## config.mk

```make
export PLATFORM = sky130hd
export DESIGN_NAME = fmt_write_thinner
export DESIGN_NICKNAME = d
export VERILOG_FILES = /design/src/rtl/fmt_thin_pkg.sv /design/src/rtl/fmt_cell_pos.sv /design/src/rtl/fmt_pulse_gate.sv /design/src/rtl/fmt_stage_ctl.sv /design/src/rtl/fmt_write_thinner.sv
export SDC_FILE = /design/constraint.sdc
export NUM_CORES = 1
export LEC_CHECK = 0
export BUFFER_PORTS_ARGS = -buffer_cell sky130_fd_sc_hd__buf_2
export CAP_MARGIN = 20
export CORE_ASPECT_RATIO = 0.75
export CORE_MARGIN = 2
export CORE_UTILIZATION = 30
export DETAILED_ROUTE_END_ITERATION = 10
export HOLD_SLACK_MARGIN = 0.03
export SLEW_MARGIN = 20
export SYNTH_ARGS = -nofsm -noshare
export SYNTH_HDL_FRONTEND = slang
export SYNTH_SLANG_ARGS = --single-unit
```

## constraint.sdc

```tcl
create_clock -name clk -period 1.1 [get_ports clk]
set_input_delay 0.055 -clock clk [delete_from_list [all_inputs] [get_ports clk]]
set_output_delay 0.055 -clock clk [all_outputs]
set_load 0.01 [all_outputs]
```

## src/rtl/fmt_thin_pkg.sv

```systemverilog
package fmt_thin_pkg;
  typedef enum logic [2:0] {
    ST_IDLE  = 3'd0,
    ST_DATA  = 3'd1,
    ST_FFILL = 3'd2,
    ST_SLOW  = 3'd3,
    ST_DONE  = 3'd4
  } fmt_stage_e;

  localparam int unsigned CHAR_MAX_W = 8;
  localparam int unsigned POS_W      = $clog2(CHAR_MAX_W);
endpackage

```

## src/rtl/fmt_cell_pos.sv

```systemverilog
module fmt_cell_pos
  import fmt_thin_pkg::*;
(
  input  logic             clk,
  input  logic             rst_n,
  input  logic             clear,
  input  logic             tick,
  input  logic [POS_W-1:0] last_pos,
  output logic [POS_W-1:0] pos,
  output logic             char_end
);
  logic [POS_W-1:0] pos_q, pos_n;

  assign char_end = tick && (pos_q == last_pos);
  assign pos      = pos_q;

  always_comb begin
    pos_n = pos_q;
    if (clear) begin
      pos_n = '0;
    end else if (tick) begin
      if (pos_q == last_pos) pos_n = '0;
      else                   pos_n = pos_q + 1'b1;
    end
  end

  always_ff @(posedge clk or negedge rst_n) begin
    if (!rst_n) pos_q <= '0;
    else        pos_q <= pos_n;
  end

  // position never passes the configured last cell
  a_r9_pos_in_range: assert property (@(posedge clk) disable iff (!rst_n)
    pos_q <= last_pos || $changed(last_pos) || $past(clear));
endmodule

```

## src/rtl/fmt_pulse_gate.sv

```systemverilog
module fmt_pulse_gate
  import fmt_thin_pkg::*;
(
  input  logic                  clk,
  input  logic                  rst_n,
  input  logic                  tick,
  input  logic                  fast,
  input  logic [POS_W-1:0]      pos,
  input  logic [POS_W-1:0]      last_pos,
  input  logic [CHAR_MAX_W-1:0] bits,
  input  logic                  gap,
  output logic                  wr_pulse
);
  logic written, thin_ok;
  logic wr_q, wr_n;
  logic prev_q, prev_n;

  always_comb begin
    thin_ok = pos[0] && ((pos != last_pos) || gap);
    written = bits[pos] && (!fast || thin_ok);
    wr_n    = tick && written;
    prev_n  = prev_q;
    if (!fast)     prev_n = 1'b0;
    else if (tick) prev_n = written;
  end

  always_ff @(posedge clk or negedge rst_n) begin
    if (!rst_n) begin
      wr_q   <= 1'b0;
      prev_q <= 1'b0;
    end else begin
      wr_q   <= wr_n;
      prev_q <= prev_n;
    end
  end

  assign wr_pulse = wr_q;

  a_r3_even_dark: assert property (@(posedge clk) disable iff (!rst_n)
    (tick && fast && !pos[0]) |=> !wr_pulse);
  a_r12_rate_bound: assert property (@(posedge clk) disable iff (!rst_n)
    (tick && fast && prev_q) |=> !wr_pulse);
  a_r4_last_needs_gap: assert property (@(posedge clk) disable iff (!rst_n)
    (tick && fast && pos == last_pos && !gap) |=> !wr_pulse);
endmodule

```

## src/rtl/fmt_stage_ctl.sv

```systemverilog
module fmt_stage_ctl
  import fmt_thin_pkg::*;
#(
  parameter int unsigned FAST_FILL_CHARS = 11
) (
  input  logic                  clk,
  input  logic                  rst_n,
  input  logic                  start,
  input  logic                  eight_bit,
  input  logic                  char_end,
  input  logic [CHAR_MAX_W-1:0] char_bits,
  input  logic                  char_gap,
  input  logic                  char_last,
  input  logic [CHAR_MAX_W-1:0] fill_bits,
  input  logic                  index_end,
  output fmt_stage_e            stage,
  output logic [CHAR_MAX_W-1:0] cur_bits,
  output logic                  cur_gap,
  output logic [POS_W-1:0]      last_pos,
  output logic                  write_gate,
  output logic                  erase_gate,
  output logic                  done,
  output logic                  char_take
);
  localparam int unsigned FC_W = $clog2(FAST_FILL_CHARS + 1);
  localparam logic [POS_W-1:0] LAST8 = POS_W'(7);
  localparam logic [POS_W-1:0] LAST6 = POS_W'(5);

  fmt_stage_e            st_q, st_n;
  logic [CHAR_MAX_W-1:0] bits_q, bits_n;
  logic                  gap_q, gap_n, last_q, last_n, m8_q, m8_n;
  logic [FC_W-1:0]       fc_q, fc_n;
  logic                  wg_q, wg_n, eg_q, eg_n, done_q, done_n, take_q, take_n;

  always_comb begin
    st_n   = st_q;
    bits_n = bits_q;
    gap_n  = gap_q;
    last_n = last_q;
    m8_n   = m8_q;
    fc_n   = fc_q;
    wg_n   = wg_q;
    eg_n   = eg_q;
    done_n = 1'b0;
    take_n = 1'b0;
    unique case (st_q)
      ST_IDLE: if (start) begin
        st_n   = ST_DATA;
        bits_n = char_bits;
        gap_n  = char_gap;
        last_n = char_last;
        m8_n   = eight_bit;
        fc_n   = '0;
        wg_n   = 1'b1;
        eg_n   = 1'b1;
        take_n = 1'b1;
      end
      ST_DATA: if (char_end) begin
        if (last_q) begin
          st_n   = ST_FFILL;
          bits_n = fill_bits;
          gap_n  = 1'b0;
          last_n = 1'b0;
          fc_n   = '0;
        end else begin
          bits_n = char_bits;
          gap_n  = char_gap;
          last_n = char_last;
          take_n = 1'b1;
        end
      end
      ST_FFILL: if (char_end) begin
        bits_n = fill_bits;
        if (fc_q == FC_W'(FAST_FILL_CHARS - 1)) st_n = ST_SLOW;
        else                                   fc_n = fc_q + 1'b1;
      end
      ST_SLOW: begin
        if (char_end) bits_n = fill_bits;
        if (index_end) begin
          st_n = ST_DONE;
          wg_n = 1'b0;
          eg_n = 1'b0;
        end
      end
      ST_DONE: begin
        done_n = 1'b1;
        st_n   = ST_IDLE;
      end
      default: st_n = ST_IDLE;
    endcase
  end

  always_ff @(posedge clk or negedge rst_n) begin
    if (!rst_n) begin
      st_q   <= ST_IDLE;
      bits_q <= '0;
      gap_q  <= 1'b0;
      last_q <= 1'b0;
      m8_q   <= 1'b1;
      fc_q   <= '0;
      wg_q   <= 1'b0;
      eg_q   <= 1'b0;
      done_q <= 1'b0;
      take_q <= 1'b0;
    end else begin
      st_q   <= st_n;
      bits_q <= bits_n;
      gap_q  <= gap_n;
      last_q <= last_n;
      m8_q   <= m8_n;
      fc_q   <= fc_n;
      wg_q   <= wg_n;
      eg_q   <= eg_n;
      done_q <= done_n;
      take_q <= take_n;
    end
  end

  assign stage      = st_q;
  assign cur_bits   = bits_q;
  assign cur_gap    = gap_q;
  assign last_pos   = m8_q ? LAST8 : LAST6;
  assign write_gate = wg_q;
  assign erase_gate = eg_q;
  assign done       = done_q;
  assign char_take  = take_q;

  a_r2_start_opens: assert property (@(posedge clk) disable iff (!rst_n)
    (st_q == ST_IDLE && start) |=> (write_gate && erase_gate && char_take));
  a_r7_fill_bound: assert property (@(posedge clk) disable iff (!rst_n)
    (st_q == ST_FFILL) |-> (fc_q < FC_W'(FAST_FILL_CHARS)));
  a_r10_release_cause: assert property (@(posedge clk) disable iff (!rst_n)
    $fell(write_gate) |-> ($past(index_end) && $past(st_q == ST_SLOW) && $fell(erase_gate)));
  a_r11_done_timing: assert property (@(posedge clk) disable iff (!rst_n)
    done |-> (!write_gate && !$past(write_gate) && $past(write_gate, 2)));
  a_r6_mode_held: assert property (@(posedge clk) disable iff (!rst_n)
    (st_q != ST_IDLE) |=> $stable(m8_q));
endmodule

```

## src/rtl/fmt_write_thinner.sv

```systemverilog
module fmt_write_thinner
  import fmt_thin_pkg::*;
#(
  parameter int unsigned FAST_FILL_CHARS = 11
) (
  input  logic       clk,
  input  logic       rst_n,
  input  logic       start,
  input  logic       eight_bit,
  input  logic       cell_tick,
  input  logic       phase_tick,
  input  logic [7:0] char_bits,
  input  logic       char_gap,
  input  logic       char_last,
  input  logic [7:0] fill_bits,
  input  logic       index_end,
  output logic       char_take,
  output logic       wr_pulse,
  output logic       write_gate,
  output logic       erase_gate,
  output logic       done
);
  logic [1:0] rst_sync_q;
  logic       rst_i_n;

  always_ff @(posedge clk or negedge rst_n) begin
    if (!rst_n) rst_sync_q <= 2'b00;
    else        rst_sync_q <= {rst_sync_q[0], 1'b1};
  end
  assign rst_i_n = rst_sync_q[1];

  fmt_stage_e            stage;
  logic [CHAR_MAX_W-1:0] cur_bits;
  logic                  cur_gap;
  logic [POS_W-1:0]      last_pos, pos;
  logic                  fast, active, src_tick, tick_en, char_end, pos_clear;

  always_comb begin
    fast      = (stage == ST_DATA) || (stage == ST_FFILL);
    active    = fast || (stage == ST_SLOW);
    src_tick  = fast ? cell_tick : phase_tick;
    tick_en   = active && src_tick;
    pos_clear = (stage == ST_IDLE) && start;
  end

  fmt_stage_ctl #(.FAST_FILL_CHARS(FAST_FILL_CHARS)) u_ctl (
    .clk        (clk),
    .rst_n      (rst_i_n),
    .start      (start),
    .eight_bit  (eight_bit),
    .char_end   (char_end),
    .char_bits  (char_bits),
    .char_gap   (char_gap),
    .char_last  (char_last),
    .fill_bits  (fill_bits),
    .index_end  (index_end),
    .stage      (stage),
    .cur_bits   (cur_bits),
    .cur_gap    (cur_gap),
    .last_pos   (last_pos),
    .write_gate (write_gate),
    .erase_gate (erase_gate),
    .done       (done),
    .char_take  (char_take)
  );

  fmt_cell_pos u_pos (
    .clk      (clk),
    .rst_n    (rst_i_n),
    .clear    (pos_clear),
    .tick     (tick_en),
    .last_pos (last_pos),
    .pos      (pos),
    .char_end (char_end)
  );

  fmt_pulse_gate u_gate (
    .clk      (clk),
    .rst_n    (rst_i_n),
    .tick     (tick_en),
    .fast     (fast),
    .pos      (pos),
    .last_pos (last_pos),
    .bits     (cur_bits),
    .gap      (cur_gap),
    .wr_pulse (wr_pulse)
  );

  a_r8_slow_ignores_cell: assert property (@(posedge clk) disable iff (!rst_i_n)
    (stage == ST_SLOW && !phase_tick) |=> !wr_pulse);
  a_r8_fast_ignores_phase: assert property (@(posedge clk) disable iff (!rst_i_n)
    (fast && !cell_tick) |=> !wr_pulse);
  a_r9_switch_on_boundary: assert property (@(posedge clk) disable iff (!rst_i_n)
    (stage == ST_FFILL) ##1 (stage == ST_SLOW) |-> (pos == '0));
  a_r1_quiet_idle: assert property (@(posedge clk) disable iff (!rst_i_n)
    (stage == ST_IDLE) |=> !wr_pulse);
endmodule

```

# ---- After elaboration in Yosys (flattened, before gate mapping)
# Index checks and enable logic that the tools add are counted.
# Widths: inputs -> output; s select.
dict set report op_classes {
  addsub 2
  n_lt_le_gt_ge 1
  eq_ne 15
  muxes 41
  n_reduce_logical 24
}
# operator count
set op_table {}
lappend op_table {{$mux 8} 4}
lappend op_table {{$mux 3} 9}
lappend op_table {{$pmux 8 s3} 1}
lappend op_table {{$mux 4} 5}
lappend op_table {{$mux 1} 14}
lappend op_table {{$pmux 3 s4} 1}
lappend op_table {{$pmux 4 s3} 1}
lappend op_table {{$reduce_and 6->1} 2}
lappend op_table {{$ne 2x2->1 const B} 5}
lappend op_table {{$pmux 1 s2} 4}
lappend op_table {{$eq 3x2->1 const B} 2}
lappend op_table {{$logic_and 1x1->1} 6}
lappend op_table {{$ne 2x1->1 const B} 3}
lappend op_table {{$reduce_and 3->1} 2}
lappend op_table {{$reduce_bool 2->1} 3}
lappend op_table {{$reduce_bool 3->1} 2}
lappend op_table {{$add 4x1->4 const B} 1}
lappend op_table {{$eq 4x4->1 const B} 1}
lappend op_table {{$logic_or 1x1->1} 4}
lappend op_table {{$lt 3x4->1 const B} 1}
lappend op_table {{$reduce_and 4->1} 1}
lappend op_table {{$add 3x1->3 const B} 1}
lappend op_table {{$bmux 1 s3} 1}
lappend op_table {{$eq 3x1->1 const B} 1}
lappend op_table {{8 further kinds} 8}
dict set report word_totals {
  ff_bits 27
  input_bits 25
  out_inout_bits 5
}

# ---- Logic depth before layout (Yosys ltp)
# Gate-level depths: netlist (run 1).
dict set report logic_depth {
  ltp_word 7
  ltp_mapped 7
}

# ---- Modules after synthesis
# Synthesis (run 1) repeated with hierarchy kept, for this count alone.
dict set report unflattened {
  hier_cells 151
  area_unflattened_um2 1537.7
}
# module instances cells_per_inst area_each_um2
set modules_own_cells {}
lappend modules_own_cells {fmt_stage_ctl 1 113 1119.8}
lappend modules_own_cells {fmt_cell_pos 1 19 197.7}
lappend modules_own_cells {fmt_pulse_gate 1 10 117.6}
lappend modules_own_cells {fmt_write_thinner 1 9 102.6}

# ---- Worst setup path after synthesis (run 1)
# Ideal clock, no wire load.
dict set report synth_timing {
  path_kind {reg2reg}
  start {register u_ctl.m8_q}
  end {register u_ctl.fc_q[1]}
  arrival_ns 1.604
  slack_ns -0.629
  path_stages_with_launch 7
  path_buffers 1
  synth_period_minus_slack_ns 1.729
  path_cell_list {dfstp_2 > xnor2_1 > and3_1 > buf_6 > nand3_2 > a31oi_2 > mux2_4}
}
dict set report synth_between {
  elab_chain_cells 5
  word_cells_on_any_way 6
  classes_between {3 x eq/ne; 1 x mux; 2 x reduce/logical}
}
# element line
set synth_lines {}
lappend synth_lines {{start: declaration} fmt_stage_ctl.sv:31} ;# logic gap_q, gap_n, last_q, last_n, m8_q, m8_n;
lappend synth_lines {{start signal: assignment} fmt_stage_ctl.sv:110} ;# m8_q <= m8_n;
lappend synth_lines {{$mux 2 (*)} fmt_stage_ctl.sv:122} ;# assign last_pos = m8_q ? LAST8 : LAST6;
lappend synth_lines {{$eq 3x3->1 (*)} fmt_cell_pos.sv:14} ;# assign char_end = tick && (pos_q == last_pos);
lappend synth_lines {{$logic_and 1x1->1 (*)} fmt_cell_pos.sv:14}
lappend synth_lines {{$ne 2x2->1 (no source line)} n/a}
lappend synth_lines {{$reduce_and 6->1 (no source line) (*)} n/a}
lappend synth_lines {{end signal: assignment} fmt_stage_ctl.sv:111} ;# fc_q <= fc_n;
lappend synth_lines {{end: declaration} fmt_stage_ctl.sv:32} ;# logic [FC_W-1:0] fc_q, fc_n;
# Every way passes the cells marked *; elsewhere a longest branch is shown, timed or not.
# A chain may end at the register's enable or synchronous reset.

# ---- Final worst setup path (run 1)
# Same ends and word-level chain as after synthesis.

==> summary.txt, run 1 <==
Run status
  – Outcome: finished, violations left
  – Violations in the final reports: setup timing

Clock tree
  – Max clock buf depth: 2
  – Insertion delay of the later-clocked pin in the worst-skew pair: 0.28 ns
  – Master cell of the clock root buffer: clkbuf_8
  – Num CTS Buffers: 3
  – Clock slew at the register clock pins of the worst setup and hold paths: 0.10 ns
  – CTS tree: built
  – CTS Sinks: 27
  – H-Tree Depth: 1

STA
  – Final cycle utilization of the critical path: 152%
  – Tmin final: 1.68 ns
  – Peak clock frequency supported by timing: 0.596 GHz
  – Setup TNS Final: -10.74 ns
  – Hold Slack: 0.0523 ns
  – Setup repair after global routing missed its margin: yes
  – Count of endpoints failing hold in the final timing report: 0
  – Total count of max-transition violations in the final report: 0
  – Setup-violating endpoint count in the final report: 23
  – Setup WS post-layout: -0.577 ns
  – Worst clock skew: 0.00809 ns

Finish
  – Area overhead of the layout relative to synthesis: 60.5%
  – Final Instance Area: 0.00246 mm2
  – Nets@finish: 255
  – Share of post-route cells with drive strength above 1: 61.1%
  – Count of inserted antenna diode cells: 0
  – Final design utilization: 50.2%
  – Final instance count without filler cells: 286

Hold path
  – Worst hold path type: in2reg

Drt
  – Via Count: 1346
  – Detailed-route wire length: 3890 um
  – Avg WL per Cell: 13.6 um
  – Final routed DRC violation total: 0
  – First drt pass iteration count: 4
  – Post-route antenna net violation count: 0
  – Average via count per standard cell: 4.71
  – Violation count after the first detailed-routing iteration: 49

Global routing
  – Most heavily used metal layer in global routing: met2
  – Maximum number of pins on one net before global-route repair: 26
  – Met3 usage in global routing: 3.25%
  – Overall routing resource usage: 14.5%
  – Number of antenna violations at the first check in global routing: 0
  – Met1 Track Usage GR: 20.0%
  – Via count of the first global-routing pass: 1357
  – Met2 usage: 23.2%
  – First-pass GRT wire length: 6370 um
  – Global route total overflow: 0

Worst setup path
  – Critical path data arrival time: 1.85 ns
  – Crit path launch type: register
  – Worst path required time: 1.27 ns
  – Critical path start-end classification: reg2reg
  – Peak fanout along the critical path: 3
  – Kind of end point of the critical path: register

Floorplan
  – Count of standard-cell rows: 22
  – Effective utilization at floorplan: 31.3%
  – Core area: 0.00490 mm2
  – Chip Height: 65.9 um
  – Area enclosed by the die boundary: 0.00570 mm2
  – Die Span X: 86.5 um
  – Count of boundary I/O pins: 30

Power and ir drop
  – Flop pwr share: 28.6%
  – IR Drop Worst-Case VDD: 1.00 mV
  – Internal power consumption: 3.69 mW
  – Comb pwr share: 61.5%
  – Power density relative to cell area: 2390 mW/mm2
  – Power Total: 5.88 mW
  – Power share of the clock group: 9.9%
  – Sw Ratio: 37.3%
  – Static Leak: 1.10 nW
  – Switching power of the nets: 2.19 mW

Placement
  – Port bufs: 29
  – Pre-CTS setup slack: -0.631 ns
  – Cell count after placement: 269
  – Post-DP HPWL: 2720 um
  – Placed cell areas: 0.00209 mm2
  – Final GP Congestion: 0.816

Synth
  – Number of nets produced by synthesis: 173
  – Synth cell types: 45
  – Mean Syn Cell Area: 10.6 um2
  – Post-synth top area cell: dfrtp_1
  – Synth Flop Type: dfrtp_1
  – Area share of the largest cell type after synthesis: 42.5%
  – Post-synthesis instance area: 0.00153 mm2
  – EDFF count, synth: 0
  – Async set-or-reset flop fraction in the synthesized netlist: 100%
  – Seq cells post-synth: 27
  – Part of the Yosys area used for sequential elements: 44.2%
  – Syn. warnings: 0
  – Top area cells in the synthesized netlist: dfrtp_1, mux2i_1, nand2_1, a21oi_1, buf_6
  – Gate Count Post-Synth: 145

Run
  – Max Cap Violations: 0
layout make-up:
| class | count | area, um2 |
|---|---|---|
| Clock buffer | 4 | 45.0 |
| Fill cell | 452 | 2440 |
| Inverter | 6 | 22.5 |
| Multi-Input combinational cell | 104 | 963 |
| Sequential cell | 27 | 679 |
| Tap cell | 60 | 75.1 |
| Timing Repair Buffer | 85 | 673 |
cells by family (layout without fill, tap and decap cells):
| kind of cell | Yosys count | in the layout | synth area share (%) |
|---|---|---|---|
| other | 1 | 1 | 0.245 |
| muxes | 17 | 17 | 14.4 |
| xor gates and xnor gates | 3 | 3 | 1.72 |
| DFF | 27 | 27 | 44.2 |
| and+or+nand+nor | 45 | 45 | 14.6 |
| buffers and inverters | 14 | 95 | 5.80 |
| AOI/OAI and AO/OA | 35 | 35 | 16.6 |
| adders and majority gates | 3 | 3 | 2.45 |
worst paths after layout:
check	startpoint	end	slack [ns]	cells after the start
hold / removal	char_bits[2]	u_ctl.cur_bits[2]	0.05	3
max in group asynchronous	rst_sync_q[1]	u_ctl.m8_q	0.67	1
setup / recovery	u_ctl.m8_q	u_ctl.fc_q[1]	-0.58	5
min in group asynchronous	rst_n	rst_sync_q[0]	0.09	2
setup reg to reg	u_ctl.m8_q	u_ctl.fc_q[1]	-0.58	5
hold reg to reg	rst_sync_q[1]	u_pos.pos[1]	0.21	1
cells in the final DEF (no fill, tap or decap), drive strengths merged, types with 4 or more instances in the layout:
cell type / count
a21oi: 14
clkbuf: 5
nand3: 7
nor2: 11
mux2: 4
o21ai: 12
mux2i: 10
nand2: 15
inv: 6
dfrtp: 26
buf: 81
power groups by stage:
stage	clock [mW]	sequential [mW]	combinational [mW]
floorplan	0	1.63	1.75
global placement	0	1.65	2.78
detailed placement	0	1.66	2.83
CTS	0.588	1.66	3.30
global route	0.635	1.75	3.92
finish	0.580	1.68	3.62
registers in the layout, indices dropped and copies added (netlist names):
signal / flops
u_ctl.cur_bits: 8
u_ctl.fc_q: 4
u_ctl.stage: 3
u_pos.pos: 3
rst_sync_q: 2
u_ctl.char_take: 1
u_ctl.cur_gap: 1
u_ctl.done: 1
u_ctl.erase_gate: 1
u_ctl.last_q: 1
u_ctl.m8_q: 1
u_gate.wr_pulse: 1
synthesized netlist by cell type (all sizes together), types with 2 or more instances:
cell type and number:
a21oi 14, a31oi 2, buf 7, dfrtp 26
ha 3, inv 6, mux2 4, mux2i 10
mux4 3, nand2 15, nand3 7, nand3b 2
nor2 11, nor3 2, nor4 2, o21ai 12
o22ai 2, xnor2 3
per-layer routing:
layer	up-vias	share of wire [%]
met4	0	0.72
met5	-	0
met3	2	3.5
met2	29	46
met1	640	50
li1	675	-
critical path, stage by stage (launching register included):
cell and delay [ns]:
dfstp_2 0.57, xnor2_2 0.13, and3_4 0.26, a31oi_4 0.11, a31oi_4 0.19, mux2_4 0.31
timing repair:
action	in CTS	in global routing
hold buffers	3	0
gates resized for setup	30	22
setup endpoints to repair	24	24
endpoints found under the hold margin	4	0
cloned	0	1
pin swaps	12	20
buffers inserted	7	4
No activity file was read; power rests on OpenSTA's default activity.
==> inputs of run 2 (changes only) <==
GPL_TIMING_DRIVEN = 0   (was default)
==> run 2 against run 1 <==
Effect of this change: the flow still finishes with violations (setup timing); via count down 5.4%; non-clock buffer count is 28 lower; first-iteration DRC count up 18%; final area down 14%; sequential power about the same; critical path depth stayed put; largest power group unchanged; count of clock-buffer cells in the layout stayed put; maximum frequency shrank 0.24%; power is 13% lower; register-to-register slack is essentially flat.
==> summary.txt, run 2 (synthesis gave the netlist of run 1 again) <==
Drt
  – Average via count per standard cell: 4.93 (+4.8%)
  – Violation count after the first detailed-routing iteration: 58 (+18%)
  – Via Count: 1273 (-5.4%)
  – Final routed DRC violation total: 0 (unchanged)
  – Post-route antenna net violation count: 0 (unchanged)
  – Detailed-route wire length: 3480 um (-10%)
  – Avg WL per Cell: 13.5 um (-0.64%)
  – First drt pass iteration count: 4 (unchanged)

Global routing
  – Met2 usage: 18.8% (-4.3 points)
  – Via count of the first global-routing pass: 1191 (-12%)
  – Overall routing resource usage: 13.3% (-1.2 points)
  – Met3 usage in global routing: 2.87% (-0.37 points)
  – First-pass GRT wire length: 5870 um (-7.8%)
  – Number of antenna violations at the first check in global routing: 0 (unchanged)
  – Global route total overflow: 0 (unchanged)
  – Met1 Track Usage GR: 19.9% (-0.12 points)
  – Most heavily used metal layer in global routing: met1
  – Maximum number of pins on one net before global-route repair: 26 (unchanged)

Run status
  – Violations in the final reports: setup timing
  – Outcome: finished, violations left

STA
  – Final cycle utilization of the critical path: 153% (+0.37 points)
  – Tmin final: 1.68 ns (+0.00405 ns)
  – Slew at the pin closest to its max-slew limit: 0.603 ns
  – Worst slew margin relative to its limit: 59.8%
  – Worst clock skew: 0.0109 ns (+0.00282 ns)
  – Peak clock frequency supported by timing: 0.595 GHz (-0.24%)
  – Count of endpoints failing hold in the final timing report: 0 (unchanged)
  – Total count of max-transition violations in the final report: 0 (unchanged)
  – Setup repair after global routing missed its margin: yes
  – Setup-violating endpoint count in the final report: 22 (-4.3%)
  – Setup WS post-layout: -0.581 ns (-0.00405 ns)

Finish
  – Number of flip-flops under the largest register name: 8 (unchanged)
  – Commonest cells after routing, fill and taps aside: buf_2, dfrtp_1, buf_4, nand2_1, mux2i_1
  – Most frequent standard cell in the layout excluding fill and tap cells: buf_2
  – Number of fill cells in the layout: 473 (+4.6%)
  – Nets@finish: 227 (-11%)
  – Count of inserted antenna diode cells: 0 (unchanged)
  – Area overhead of the layout relative to synthesis: 37.8%
  – Final design utilization: 43.1% (-7.1 points)
  – Final instance count without filler cells: 258 (-9.8%)
  – Share of post-route cells with drive strength above 1: 50.0% (-11 points)

Worst setup path
  – Cell seen most often among critical-path stages: a31oi_4
  – Setup slack, reg-to-reg: -0.58 ns (about the same)
  – Crit path launch type: register
  – Worst path required time: 1.26 ns (about the same)
  – Biggest cell delay along the critical path: 0.56 ns (about the same)
  – CP Cell Sequence: xnor2_2 -> and3_4 -> a31oi_4 -> a31oi_4 -> mux2_4
  – Peak fanout along the critical path: 4 (+1)
  – Slowest CP cell: dfstp_2
  – Critical path data arrival time: 1.84 ns (about the same)
  – Critical path start-end classification: reg2reg
  – Kind of end point of the critical path: register

Power and ir drop
  – Static Leak: 0.913 nW (-17%)
  – Power share of the clock group: 11.2% (+1.3 points)
  – IR Drop Worst-Case VDD: 1.03 mV (+3.2%)
  – Flop pwr share: 33.3% (+4.7 points)
  – Internal power consumption: 3.10 mW (-16%)
  – Sw Ratio: 39.1% (+1.8 points)
  – Power density relative to cell area: 2410 mW/mm2 (+0.82%)
  – Comb pwr share: 55.5% (-6.0 points)
  – Switching power of the nets: 1.99 mW (-9.2%)

Clock tree
  – CTS Sinks: 27 (unchanged)
  – Max clock buf depth: 2 (unchanged)
  – Num CTS Buffers: 3 (unchanged)
  – Clock slew at the register clock pins of the worst setup and hold paths: 0.10 ns (about the same)
  – Insertion delay of the later-clocked pin in the worst-skew pair: 0.28 ns (about the same)
  – Master cell of the clock root buffer: clkbuf_8
  – H-Tree Depth: 1 (unchanged)
  – CTS tree: built

Placement
  – Port bufs: 29 (unchanged)
  – Final GP Congestion: 0.770 (-5.5%)
  – Post-DP HPWL: 2380 um (-13%)
  – Cell count after placement: 234 (-13%)

Floorplan
  – Count of standard-cell rows: 22 (unchanged)
  – Area enclosed by the die boundary: 0.00570 mm2 (unchanged)
  – Core area: 0.00490 mm2 (unchanged)
  – Chip Height: 65.9 um (unchanged)
  – Die Span X: 86.5 um (unchanged)
  – Effective utilization at floorplan: 31.3% (unchanged)
  – Count of boundary I/O pins: 30 (unchanged)

Hold path
  – Worst hold path type: in2reg

Run
  – Max Cap Violations: 0 (unchanged)
-- run 2: cell types whose count changed in the layout (fill, tap and decap cells not counted), sizes merged --
cell / delta
buf: -27
dlygate4sd3: -1
-- run 2: metrics by stage --
stage / hold slack (ns) / TNS [ns] / area (um2) / power [mW] / worst slack [ns]
after global routing: 0.0331 / -11.66 / 2110 / 5.43 / -0.616
after global placement: -0.157 / -11.19 / 1800 / 3.82 / -0.660
after detailed placement: -0.156 / -11.84 / 1800 / 3.86 / -0.661
final: 0.0406 / -9.94 / 2110 / 5.09 / -0.581
after floorplan: -0.241 / -7.78 / 1580 / 3.38 / -0.550
after CTS: 0.0360 / -11.72 / 2020 / 4.83 / -0.662
-- run 2: final cells by class --
cell class                      instances  area, um2  share of cell area (%)
Multi-Input combinational cell        104        892                    42.3
Sequential cell                        27        681                    32.2
Timing Repair Buffer                   51        338                    16.0
Tap cell                               60       75.1                    3.56
Buffer                                  6       57.6                    2.73
Clock buffer                            4       45.0                    2.13
Inverter                                6       22.5                    1.07
-- run 2: worst max-delay path, delay by kind of cell, from the launching register on --
kind / cells / cell delay, ns
flops: 1 / 0.56
mux: 1 / 0.32
xor+xnor: 1 / 0.12
simple gates: 1 / 0.26
compound gates: 2 / 0.31
-- run 2: path summary, 6_finish.rpt --
| kind | startpoint | end | cells after the start |
|---|---|---|---|
| max | u_ctl.m8_q | u_ctl.fc_q[1] | 5 |
| min | char_last | u_ctl.last_q | 3 |
| max reg2reg | u_ctl.m8_q | u_ctl.fc_q[1] | 5 |
| min reg2reg | rst_sync_q[1] | u_ctl.cur_gap | 0 |
| max in group asynchronous | rst_sync_q[1] | u_pos.pos[0] | 0 |
| min in group asynchronous | rst_n | rst_sync_q[0] | 2 |
-- run 2: what timing repair did --
action                     CTS  global route
hold buffers                 2             0
gates cloned                 1             0
setup endpoints to repair   47            24
pin swaps                    7            10
hold endpoints to repair     3             0
resized for setup           16            17
setup buffers               13             6
-- run 2: power groups by stage --
stage          clock, mW  sequential [mW]  combinational [mW]
3_5_place_dp           0             1.71                2.15
4_1_cts            0.583             1.70                2.55
2_1_floorplan          0             1.63                1.75
5_1_grt            0.617             1.76                3.06
6_report           0.569             1.70                2.82
3_3_place_gp           0             1.69                2.12
-- run 2: per-layer routing --
layer | part of all wire [%] | vias up | wire length, um
li1 | - | 617 | -
met1 | 51 | 621 | 1790
met2 | 43 | 33 | 1500
met3 | 4.5 | 2 | 158
met4 | 0.98 | 0 | 34
met5 | 0 | - | 0
